File: src/rtl/flash_cmd_pkg.sv
package flash_cmd_pkg;
  typedef enum logic [3:0] {
    OP_NONE     = 4'd0,
    OP_WPROG    = 4'd1,
    OP_SERASE   = 4'd2,
    OP_CERASE   = 4'd3,
    OP_SLOCK    = 4'd4,
    OP_ID_ENTRY = 4'd5,
    OP_ID_EXIT  = 4'd6,
    OP_SUSPEND  = 4'd7,
    OP_RESUME   = 4'd8,
    OP_PREG_PRG = 4'd9,
    OP_PREG_LCK = 4'd10,
    OP_SPP_ENTR = 4'd11
  } op_e;

  typedef enum logic [1:0] {
    MODE_READ = 2'd0,
    MODE_ID   = 2'd1,
    MODE_SPP  = 2'd2
  } mode_e;

  typedef enum logic [2:0] {
    ST_IDLE, ST_U1, ST_U2, ST_PROG, ST_PREG, ST_E3, ST_E4, ST_E5
  } seq_e;

  typedef struct packed {
    logic at_first;   // 0x555
    logic at_second;  // 0x2AA (bit 11 ignored)
    logic at_plock;   // 0x080
  } cyc_cls_t;
endpackage

File: src/rtl/flash_cyc_class.sv
module flash_cyc_class
  import flash_cmd_pkg::*;
#(
  parameter int MATCH_W = 11
) (
  input  logic [MATCH_W-1:0] addr_i,
  output cyc_cls_t           cls_o
);
  localparam logic [MATCH_W-1:0] FIRST_A  = MATCH_W'(12'h555);
  localparam logic [MATCH_W-1:0] SECOND_A = MATCH_W'(12'h2AA);
  localparam logic [MATCH_W-1:0] PLOCK_A  = MATCH_W'(12'h080);

  always_comb begin
    cls_o.at_first  = (addr_i == FIRST_A);
    cls_o.at_second = (addr_i == SECOND_A);
    cls_o.at_plock  = (addr_i == PLOCK_A);
  end
endmodule

File: src/rtl/flash_seq_fsm.sv
module flash_seq_fsm
  import flash_cmd_pkg::*;
(
  input  logic     clk_i,
  input  logic     rst_ni,
  input  logic     wr_i,
  input  logic     busy_i,
  input  logic [7:0] data_i,
  input  cyc_cls_t cls_i,
  input  logic     spp_i,
  output logic     hit_o,
  output op_e      code_o
);
  seq_e st_q, st_d;
  logic accept;

  assign accept = wr_i && !busy_i;

  always_comb begin
    st_d   = st_q;
    hit_o  = 1'b0;
    code_o = OP_NONE;
    if (accept) begin
      if (spp_i) begin
        hit_o  = 1'b1;
        code_o = OP_WPROG;
        st_d   = ST_IDLE;
      end else begin
        st_d = ST_IDLE;
        unique case (st_q)
          ST_IDLE: begin
            if (cls_i.at_first && data_i == 8'hAA) st_d = ST_U1;
            else if (data_i == 8'hF0) begin hit_o = 1'b1; code_o = OP_ID_EXIT; end
            else if (data_i == 8'hB0) begin hit_o = 1'b1; code_o = OP_SUSPEND; end
            else if (data_i == 8'h30) begin hit_o = 1'b1; code_o = OP_RESUME;  end
          end
          ST_U1: if (cls_i.at_second && data_i == 8'h55) st_d = ST_U2;
          ST_U2: if (cls_i.at_first) begin
            case (data_i)
              8'hA0: st_d = ST_PROG;
              8'h80: st_d = ST_E3;
              8'hC0: st_d = ST_PREG;
              8'h90: begin hit_o = 1'b1; code_o = OP_ID_ENTRY; end
              8'hF0: begin hit_o = 1'b1; code_o = OP_ID_EXIT;  end
              default: ;
            endcase
          end
          ST_PROG: begin hit_o = 1'b1; code_o = OP_WPROG; end
          ST_PREG: begin
            hit_o  = 1'b1;
            code_o = cls_i.at_plock ? OP_PREG_LCK : OP_PREG_PRG;
          end
          ST_E3: if (cls_i.at_first && data_i == 8'hAA) st_d = ST_E4;
          ST_E4: if (cls_i.at_second && data_i == 8'h55) st_d = ST_E5;
          ST_E5: begin
            if (data_i == 8'h30) begin hit_o = 1'b1; code_o = OP_SERASE; end
            else if (data_i == 8'h60) begin hit_o = 1'b1; code_o = OP_SLOCK; end
            else if (cls_i.at_first && data_i == 8'h10) begin
              hit_o = 1'b1; code_o = OP_CERASE;
            end else if (cls_i.at_first && data_i == 8'hA0) begin
              hit_o = 1'b1; code_o = OP_SPP_ENTR;
            end
          end
          default: st_d = ST_IDLE;
        endcase
      end
    end
  end

  always_ff @(posedge clk_i or negedge rst_ni)
    if (!rst_ni) st_q <= ST_IDLE;
    else         st_q <= st_d;
endmodule

File: src/rtl/flash_op_reg.sv
module flash_op_reg
  import flash_cmd_pkg::*;
#(
  parameter int ADDR_W = 20,
  parameter int DATA_W = 8
) (
  input  logic              clk_i,
  input  logic              rst_ni,
  input  logic              hit_i,
  input  op_e               code_i,
  input  logic [ADDR_W-1:0] addr_i,
  input  logic [DATA_W-1:0] data_i,
  output logic              valid_o,
  output op_e               code_o,
  output logic [ADDR_W-1:0] addr_o,
  output logic [DATA_W-1:0] data_o,
  output mode_e             mode_o
);
  always_ff @(posedge clk_i or negedge rst_ni) begin
    if (!rst_ni) begin
      valid_o <= 1'b0;
      code_o  <= OP_NONE;
      addr_o  <= '0;
      data_o  <= '0;
      mode_o  <= MODE_READ;
    end else begin
      valid_o <= hit_i;
      if (hit_i) begin
        code_o <= code_i;
        addr_o <= addr_i;
        data_o <= data_i;
        case (code_i)
          OP_ID_ENTRY: mode_o <= MODE_ID;
          OP_ID_EXIT:  mode_o <= MODE_READ;
          OP_SPP_ENTR: mode_o <= MODE_SPP;
          default: ;
        endcase
      end
    end
  end
endmodule

File: src/rtl/flash_cmd_decoder.sv
module flash_cmd_decoder
  import flash_cmd_pkg::*;
#(
  parameter int ADDR_W  = 20,
  parameter int DATA_W  = 8,
  parameter int MATCH_W = 11
) (
  input  logic              clk_i,
  input  logic              rst_ni,
  input  logic              wr_i,
  input  logic [ADDR_W-1:0] addr_i,
  input  logic [DATA_W-1:0] data_i,
  input  logic              busy_i,
  output logic              op_valid_o,
  output logic [3:0]        op_code_o,
  output logic [ADDR_W-1:0] op_addr_o,
  output logic [DATA_W-1:0] op_data_o,
  output logic [1:0]        mode_o
);
  cyc_cls_t cls;
  logic     hit;
  op_e      code, code_q;
  mode_e    mode_q;

  flash_cyc_class #(.MATCH_W(MATCH_W)) u_cls (
    .addr_i (addr_i[MATCH_W-1:0]),
    .cls_o  (cls)
  );

  flash_seq_fsm u_fsm (
    .clk_i  (clk_i),
    .rst_ni (rst_ni),
    .wr_i   (wr_i),
    .busy_i (busy_i),
    .data_i (data_i[7:0]),
    .cls_i  (cls),
    .spp_i  (mode_q == MODE_SPP),
    .hit_o  (hit),
    .code_o (code)
  );

  flash_op_reg #(.ADDR_W(ADDR_W), .DATA_W(DATA_W)) u_reg (
    .clk_i   (clk_i),
    .rst_ni  (rst_ni),
    .hit_i   (hit),
    .code_i  (code),
    .addr_i  (addr_i),
    .data_i  (data_i),
    .valid_o (op_valid_o),
    .code_o  (code_q),
    .addr_o  (op_addr_o),
    .data_o  (op_data_o),
    .mode_o  (mode_q)
  );

  assign op_code_o = code_q;
  assign mode_o    = mode_q;
endmodule

File: config.mk
export PLATFORM = sky130hd
export DESIGN_NAME = flash_cmd_decoder
export DESIGN_NICKNAME = d
export VERILOG_FILES = /design/src/rtl/flash_cmd_pkg.sv /design/src/rtl/flash_cyc_class.sv /design/src/rtl/flash_seq_fsm.sv /design/src/rtl/flash_op_reg.sv /design/src/rtl/flash_cmd_decoder.sv
export SDC_FILE = /design/constraint.sdc
export NUM_CORES = 1
export LEC_CHECK = 0
export BUFFER_PORTS_ARGS = -buffer_cell sky130_fd_sc_hd__buf_2
export CAP_MARGIN = 15
export CORE_MARGIN = 1.5
export CORE_UTILIZATION = 51
export DETAILED_ROUTE_END_ITERATION = 10
export GPL_ROUTABILITY_DRIVEN = 0
export HOLD_SLACK_MARGIN = 0.1
export MAX_ROUTING_LAYER = met4
export PLACE_DENSITY = 0.8
export SLEW_MARGIN = 20
export SYNTH_ARGS = -nofsm -noshare
export SYNTH_HDL_FRONTEND = slang
export SYNTH_HIERARCHICAL = 1
export SYNTH_SLANG_ARGS = --single-unit
File: constraint.sdc
create_clock -name clk_i -period 2.6 [get_ports clk_i]
set_input_delay 0.26 -clock clk_i [delete_from_list [all_inputs] [get_ports clk_i]]
set_output_delay 0.26 -clock clk_i [all_outputs]
set_load 0.02 [all_outputs]
Yosys cells after proc, flatten, opt, wreduce, memory -nomap -nowiden:

Index checks and enable logic that the tools add are counted.

* multiplexer cells: 36
* eq/ne operators: 25
* reductions and logical operators: 11

Operators by type and width (number)
* $eq 8x8->1 const B: 7
* $mux 4: 11
* $pmux 4 s5: 1
* $eq 8x7->1 const B: 2
* $pmux 3 s5: 1
* $mux 1: 13
* $eq 3x3->1 const B: 4
* $mux 3: 4
* $eq 11x10->1 const B: 1
* $eq 11x11->1 const B: 1
* $eq 11x8->1 const B: 1
* $pmux 3 s3: 1
* $eq 4x3->1 const B: 2
* $eq 8x5->1 const B: 1
* $eq 8x6->1 const B: 1
* $eq 3x2->1 const B: 2
* $pmux 2 s3: 1
* $pmux 3 s2: 1
* $logic_and 1x1->1: 5
* $eq 4x4->1 const B: 1
* $mux 2: 2
* $pmux 1 s4: 1
* $reduce_or 2->1: 2
* $eq 3x1->1 const B: 1
* other kinds (5): 5

* bits in registers: 38
* word-level logic and storage cells: 78
* output and inout bits: 35

Longest topological paths before layout:

Gate-level depths: netlist (run 1).

* depth in word-level cells: 12
* mapped depth: 10

Cells and area by module:

Netlist (run 1), hierarchy kept.

Modules (own cells, without submodules)
* flash_op_reg: sequential area each 875.8 µm², cells each 83, instances 1, area an instance 1346.3 µm²
* flash_seq_fsm: sequential area each 75.1 µm², cells each 100, instances 1, area an instance 675.6 µm²
* flash_cyc_class: sequential area each 0.0 µm², cells each 9, instances 1, area an instance 81.3 µm²
* flash_cmd_decoder: sequential area each 0.0 µm², cells each 1, instances 1, area an instance 13.8 µm²

Least setup slack after synthesis (run 1):

Ideal clock, no wire load.

* path kind: input -> register
* start: input port addr_i[1]
* end: register u_reg.addr_o[0]
* path buffers: 2
* stages: 9
* data arrival time: 2.434 ns
* slack: 0.041 ns
* required time: 2.475 ns
* cell sequence: or4_4 > nor3_2 > nand4bb_1 > nor3_1 > o21ai_0 > a31oi_1 > buf_4 > buf_6 > mux2_2

RTL lines
* from (decl): line flash_cmd_decoder.sv:11 `input logic [ADDR_W-1:0] addr_i,`
* to (signal assigned): line flash_op_reg.sv:30 `addr_o <= addr_i;`
* to (decl): line flash_op_reg.sv:15 `output logic [ADDR_W-1:0] addr_o,`

==> results of run 1 <==
[registers in the layout (all words and copies together), names as in the netlist]
signal         count
u_reg/data_o       8
u_reg/addr_o      20
u_reg/mode_o       2
u_fsm/st_q         3
u_reg/code_o       4
u_reg/valid_o      1
[worst register-to-register path, cell delays in order (launching register included)]
cell	delay (ps)
dfrtp_1	560
nor2_1	230
nor4b_1	350
o21ai_0	240
a31oi_4	240
buf_12	200
mux2_2	370
[worst max-delay path by stage]
stage	startpoint	to	slack, ps	cells after the start
global placement	addr_i[1]	u_reg/mode_o[0]	-90	11
floorplan	addr_i[1]	u_reg/addr_o[0]	40	9
global route	addr_i[1]	u_reg/addr_o[5]	9	9
finish	addr_i[1]	u_reg/addr_o[5]	130	9
CTS	addr_i[1]	u_reg/addr_o[19]	130	9
detailed placement	addr_i[1]	u_reg/mode_o[0]	-170	11
[cell type report]
type | count | area [sq um]
clock buffers | 6 | 82.6
clock inverters | 2 | 12.5
well taps | 50 | 62.6
multi-input cells | 138 | 1090
repair buffers | 80 | 454
fillers | 296 | 1320
inverters | 7 | 26.3
flip-flops and latches | 38 | 951
[stage by stage]
stage | utilization, % | instances | worst slack [ps]
2_1_floorplan | - | 193 | 40.9
3_3_place_gp | 64.2 | 312 | -85.4
3_5_place_dp | 64.2 | 312 | -172
4_1_cts | 66.8 | 321 | 132
5_1_grt | 66.9 | 321 | 9.11
6_report | 66.9 | 321 | 127
[cell families (layout without fill, tap and decap cells)]
| logic type | after synthesis | in the layout | synth area share, % |
|---|---|---|---|
| AND/OR/NAND/NOR | 69 | 69 | 21.5 |
| flip-flops | 38 | 38 | 44.9 |
| AO/OA/AOI/OAI | 36 | 36 | 11.8 |
| multiplexers | 31 | 31 | 16.5 |
| buffers and inverters | 17 | 95 | 4.43 |
| XOR/XNOR | 2 | 2 | 0.828 |
[per-layer routing]
metal	track usage, %	vias to the layer above
li1	-	886
met1	33.5	911
met2	36.8	93
met3	5.50	10
met4	7.14	0
met5	-	-
[cells in the final DEF, fill, tap and decap left out, drive strengths merged, types with 6 or more instances in the layout]
cell type,n
nor4,6
nand2,8
dfrtp,38
a21oi,6
nor3,14
buf,79
inv,7
o21ai,10
mux2,31
nor2,7
clkbuf,6
[power by group]
part	switching [mW]	internal [mW]	leakage, nW	total (mW)
combinational	0.106	0.0720	0.714	0.178
sequential	0.0194	0.617	0.520	0.636
clock	0.218	0.213	0.0472	0.431
total	0.344	0.902	1.28	1.25
[what timing repair did]
action / 4_1_cts / 5_1_grt
hold buffers: 1 / 0
setup endpoints to repair: 0 / 4
hold endpoints to repair: 38 / 0
gates resized for setup: 0 / 1
buffers inserted: 0 / 0
==> key figures, run 1 <==
Status
  – Outcome: completed

Power
  – Max VDD drop: 0.000432 V
  – Power per cell area: ~470 nW/um^2
  – Total chip power: approximately 1.2 mW
  – Leak pwr: 1.28 nW

STA
  – Total Neg Setup Slack: 0 ps
  – Slew headroom: a little under half
  – RSZ-0062 raised after global routing: no
  – Crit share post-route: 95.1%
  – Worst-margin pin slew: 812 ps
  – Setup violators final: 0
  – Max Fclk: ~0.40 GHz
  – Setup Skew: around 6.1 ps
  – Fin crit period: around 2500 ps
  – Hold slack: 189 ps
  – Final Hold Viols: 0
  – Fin. max-slew vios: 0

Route
  – WL met3: around 400 microns
  – Met2 WL post-DR: around 2400 microns
  – Drt total wl: 5080 microns
  – TritonRoute pass-1 iters: 5
  – 1st-iter DRT viols: about 120
  – Via count: 1900
  – WL/cell: approximately 16 microns
  – DRC viols: 0
  – Met1 Routed Length: ~2200 microns
  – DRT antenna net count: 0
  – Post-DR vias/cell: about 6
  – Top Layer Used: met4

Layout
  – Fin area: roughly 2700 sq um
  – Area Overhead vs Synth: 26.4%
  – Share of cells above drive strength 1: a little under 50%
  – Ant diodes: 0
  – Nets: between 300 and 400

Clocking
  – CTS H-tree depth: 2
  – Num CTS Buffers: 5
  – Clock slew at reported path FFs: around 80 ps
  – TritonCTS clock tree: built
  – CTS Buffer Depth: 2
  – Clock Sinks: 38
  – Worst-skew pair later-pin latency: about 300 ps
  – Clk root buf: clkbuf_8

Worst setup path
  – CP Cell Sequence: buf_2 -> or4_4 -> nor3_2 -> inv_1 -> a2111oi_2 -> o21bai_1 -> a31oi_4 -> buf_12 -> mux2_2
  – Endpoint of the lowest-slack register-to-register path: u_reg/addr_o[5]
  – CP startpoint kind: input pin
  – Worst EP required: ~2800 ps
  – R2R Path Start: u_fsm/st_q[1]
  – R2R depth: 6
  – Arr. time, crit path: 2650 ps
  – Critical path's top delay family: compound AO/OA/AOI/OAI gates
  – Setup CP Type: in -> reg
  – CP bufs+invs: 3
  – Crit path largest cell delay: between 500 and 600 ps
  – Crit Path Max Fanout: 23
  – Crit-path slowest cell: or4_4
  – Crit end category: flop
  – Flop2flop setup slack: roughly 300 ps

Logic synthesis
  – Most numerous cell in the Yosys netlist: dfrtp_1
  – Syn avg cell area: between 10 and 15 sq um
  – Async S/R FF share, synth: 100%
  – Post-synth EDFFs: 0
  – Synth Net Count: between 200 and 250
  – Cell variety after synth: between 40 and 50
  – Synth area leader: dfrtp_1
  – Register area share after synthesis: 44.9%
  – Top cells by count, synth: 38 x dfrtp_1, 31 x mux2_2, 11 x nor3_1, 10 x o21ai_0, 8 x nand2_1
  – Synth Flop Type: dfrtp_1
  – Share of the synthesized area in the top cell type: between 40% and 50%
  – Synth Register Bits: 38
  – Top post-synthesis cells by area: dfrtp_1 45%, mux2_2 16%, nor3_1 2.6%
  – Synth Warn #: 6
  – Post-Synthesis Cells: 193
  – Mapped Area: between 2000 and 2500 sq um

Die
  – I/O pins: 67
  – Initial core utilization: 52.9%
  – Die H: around 67 microns
  – Die extent in x: between 60 and 70 microns
  – Core Region: about 4000 sq um
  – Num rows: 23
  – Die ar.: about 4500 sq um

Job
  – Max Cap Violations: 0

Hold path
  – Hold Crit Start: addr_i[13]
  – Worst Hold End: u_reg/addr_o[13]
  – Hold path depth: 2
  – Hold Path Class: in -> reg

Placed design
  – Dpl hpwl: approximately 3800 microns
  – Input/output buffers: 66
  – Placed instance area: 2570 sq um

Global routing
  – Largest net degree at the start of global routing: 39
  – Gr ovfl total: 0
  – Initial antenna violation count: 0
  – GR Util All Layers: 24.5%
  – Vias in the first global route: between 1500 and 2000
  – First-pass GRT wire length: between 8000 and 9000 microns
No activity file was read; power rests on OpenSTA's default activity.
==> run 2: changes to the inputs <==
Settings changed: ABC_AREA set to 1, PLACE_DENSITY 0.8 to 0.79.
==> run 2 against run 1 <==
Effect of this change:
- combinational power is 34% higher
- synthesized area up 4.4%
- synthesized cell count is 73% higher
- sequential power up 4.1%
- critical endpoint is now u_reg/mode_o[0]
==> key figures, run 2 <==
Clocking
  – Clk root buf: clkbuf_8
  – Clock slew at reported path FFs: 80 ps
  – Num CTS Buffers: 5
  – CTS Buffer Depth: 2
  – TritonCTS clock tree: built
  – CTS H-tree depth: 2
  – CTS resizes: 0
  – Clock Sinks: 38
  – Worst-skew pair later-pin latency: ~300 ps

Job
  – Max Cap Violations: 0

Power
  – Leak pwr: around 1.6 nW
  – Max VDD drop: ~0.0004 V
  – Power per cell area: between 500 and 600 nW/um^2

Route
  – 1st-iter DRT viols: approximately 150
  – Post-DR vias/cell: around 4.9
  – TritonRoute pass-1 iters: 4
  – Drt total wl: about 5000 microns
  – DRT antenna net count: 0
  – WL/cell: around 11 microns
  – DRC viols: 0
  – Via count: 2227

Worst setup path
  – Worst EP required: around 2800 ps
  – Critical path's top delay family: simple AND/OR/NAND/NOR gates
  – Crit Path Max Fanout: 5
  – Setup CP Type: reg -> reg
  – Flop2flop setup slack: 520 ps
  – Crit-path slowest cell: dfrtp_1
  – CP Cell Sequence: inv_2 -> nand2_2 -> nor2_2 -> nand4_1 -> nor2b_1 -> a21boi_1 -> inv_2 -> nor2_1 -> nand2_1 -> nand2_1 -> nand2_1 -> nand3_1 -> nand2_1
  – Crit path largest cell delay: 440 ps
  – CP startpoint kind: flop
  – Arr. time, crit path: ~2300 ps
  – Crit end category: flop
  – Critical Path Most Common Cell: nand2_1
  – CP bufs+invs: 2

Logic synthesis
  – Share of the synthesized area in the top cell type: a little over two fifths
  – Synth Net Count: ~370
  – Post-Synthesis Cells: approximately 330
  – Top post-synthesis cells by area: dfrtp_1 43%, nand2_1 25%, nor2_1 7.0%
  – Synth Warn #: 6
  – Top cells by count, synth: 146 x nand2_1, 41 x nor2_1, 38 x dfrtp_1, 35 x inv_1, 25 x nand3_1
  – Most numerous cell in the Yosys netlist: nand2_1
  – Mapped Area: between 2000 and 2500 sq um
  – Largest family of logic cells by synthesized area: simple AND/OR/NAND/NOR gates
  – Post-synth EDFFs: 0
  – Register area share after synthesis: between 40% and 50%
  – Synth area leader: dfrtp_1
  – Post-synthesis xor/xnor area fraction: 0%
  – Cell variety after synth: 22
  – Synth Register Bits: 38
  – Syn avg cell area: around 6.6 sq um
  – Multiplexer share of the synthesized area: 0%
  – Async S/R FF share, synth: between 90% and 100%
  – Simple-gate share of the synthesized area: between 40 and 50%
  – Synth Flop Type: dfrtp_1
  – Adder-Cell Fraction of Synth Area: 0%
  – Post-synthesis compound-gate area fraction: between 2 and 2.5%

Layout
  – Area Overhead vs Synth: 23.1%
  – Most frequent cells in the layout: 146 x nand2_1, 66 x buf_2, 41 x nor2_1, 38 x dfrtp_1, 35 x inv_1
  – Post-layout util: between 60% and 70%
  – Share of cells above drive strength 1: between 20% and 30%
  – Top Registers: u_reg/addr_o: 20 flops, u_reg/data_o: 8 flops, u_reg/code_o: 4 flops
  – Ant diodes: 0
  – Max FFs per register: 20
  – Top reg by flops: u_reg/addr_o
  – Nets: about 430
  – Leading cell type in the layout, fill and taps excluded: nand2_1

Die
  – Die extent in x: between 60 and 70 microns
  – Core Region: between 4000 and 5000 sq um
  – I/O pins: 67
  – Die H: roughly 69 microns
  – Num rows: 23
  – Initial core utilization: 54.1%
  – Die ar.: ~4700 sq um

STA
  – RSZ-0062 raised after global routing: no
  – Slew headroom: between 40% and 50%
  – Worst-margin pin slew: about 830 ps
  – Fin worst setup slack: 516 ps
  – Setup Skew: about 4.6 ps
  – Fin crit period: between 2000 and 2500 ps
  – Crit share post-route: ~80%
  – Fin. max-slew vios: 0
  – Max Fclk: 0.480 GHz
  – Total Neg Setup Slack: 0 ps
  – Final Hold Viols: 0
  – Setup violators final: 0

Global routing
  – GR Util All Layers: roughly a quarter
  – Initial antenna violation count: 0
  – Gr ovfl total: 0
  – Largest net degree at the start of global routing: 39
  – Vias in the first global route: 1960
  – First-pass GRT wire length: between 8000 and 9000 microns

Status
  – Outcome: completed

Placed design
  – Dpl hpwl: around 3700 microns
  – Pre-CTS WS: 297 ps
  – Input/output buffers: between 60 and 70

Hold path
  – Hold Path Class: in -> reg
[run 2: cell types whose count changed in the layout (fill, tap and decap cells not counted), moves of 22 or more]
cell,change
nand3_1,+22
mux2_2,-31
inv_1,+28
nand2_1,+138
nor2_1,+34
[run 2: metrics by stage]
stage          cells  power, mW  hold slack (ps)  cell area, sq um
2_1_floorplan    333      0.801            -35.6              2210
6_report         453       1.50              159              2720
3_3_place_gp     444      0.908              406              2570
3_5_place_dp     444      0.913              416              2570
4_1_cts          453       1.52              155              2720
5_1_grt          453       1.57              154              2720
[run 2: worst paths after layout]
path                             startpoint          endpoint  cells after the start
max                           u_fsm/st_q[2]   u_reg/mode_o[0]                     13
min                              addr_i[11]  u_reg/addr_o[11]                      3
max reg2reg                   u_fsm/st_q[2]   u_reg/mode_o[0]                     13
min reg2reg                u_reg/addr_o[18]  u_reg/addr_o[18]                      2
max in group asynchronous            rst_ni   u_reg/code_o[0]                      2
min in group asynchronous            rst_ni   u_reg/addr_o[5]                      2
[run 2: final cells by class]
class,count,area (sq um)
repair buffers,69,355
well taps,50,62.6
flip-flops and latches,38,951
clock buffers,5,68.8
inverters,41,156
multi-input cells,247,1060
fillers,368,1370
clock inverters,3,68.8
[run 2: per-layer routing]
layer	track usage, %	up-vias	wire length (microns)
met5	-	-	0
met4	10.3	0	125
met3	5.36	15	292
met2	38.9	64	2230
met1	28.6	1000	2360
li1	-	1148	-
[run 2: where the power goes]
part | leakage (nW) | total [mW] | internal [mW] | switching, mW
combinational | 1.06 | 0.239 | 0.0804 | 0.158
sequential | 0.510 | 0.662 | 0.639 | 0.0236
clock | 0.0683 | 0.599 | 0.384 | 0.215
total | 1.64 | 1.50 | 1.10 | 0.397
[run 2: worst register-to-register path, cell delays in order (launching register included)]
cell      delay, ps
dfrtp_1         440
inv_2           130
nand2_2         100
nor2_2          180
nand4_1         150
nor2b_1         160
a21boi_1        230
inv_2            70
nor2_1          170
nand2_1          90
nand2_1          70
nand2_1          60
nand3_1          80
nand2_1          50
[run 2: what timing repair did]
item,in CTS,in global routing
hold endpoints to repair,29,0
hold buffers,1,0
setup buffers,0,0
[run 2: cell families (layout without fill, tap and decap cells)]
logic type / count (synthesis) / count (layout)
simple gates: 237 / 237
flops: 38 / 38
compound gates: 10 / 10
buf+inv: 48 / 118
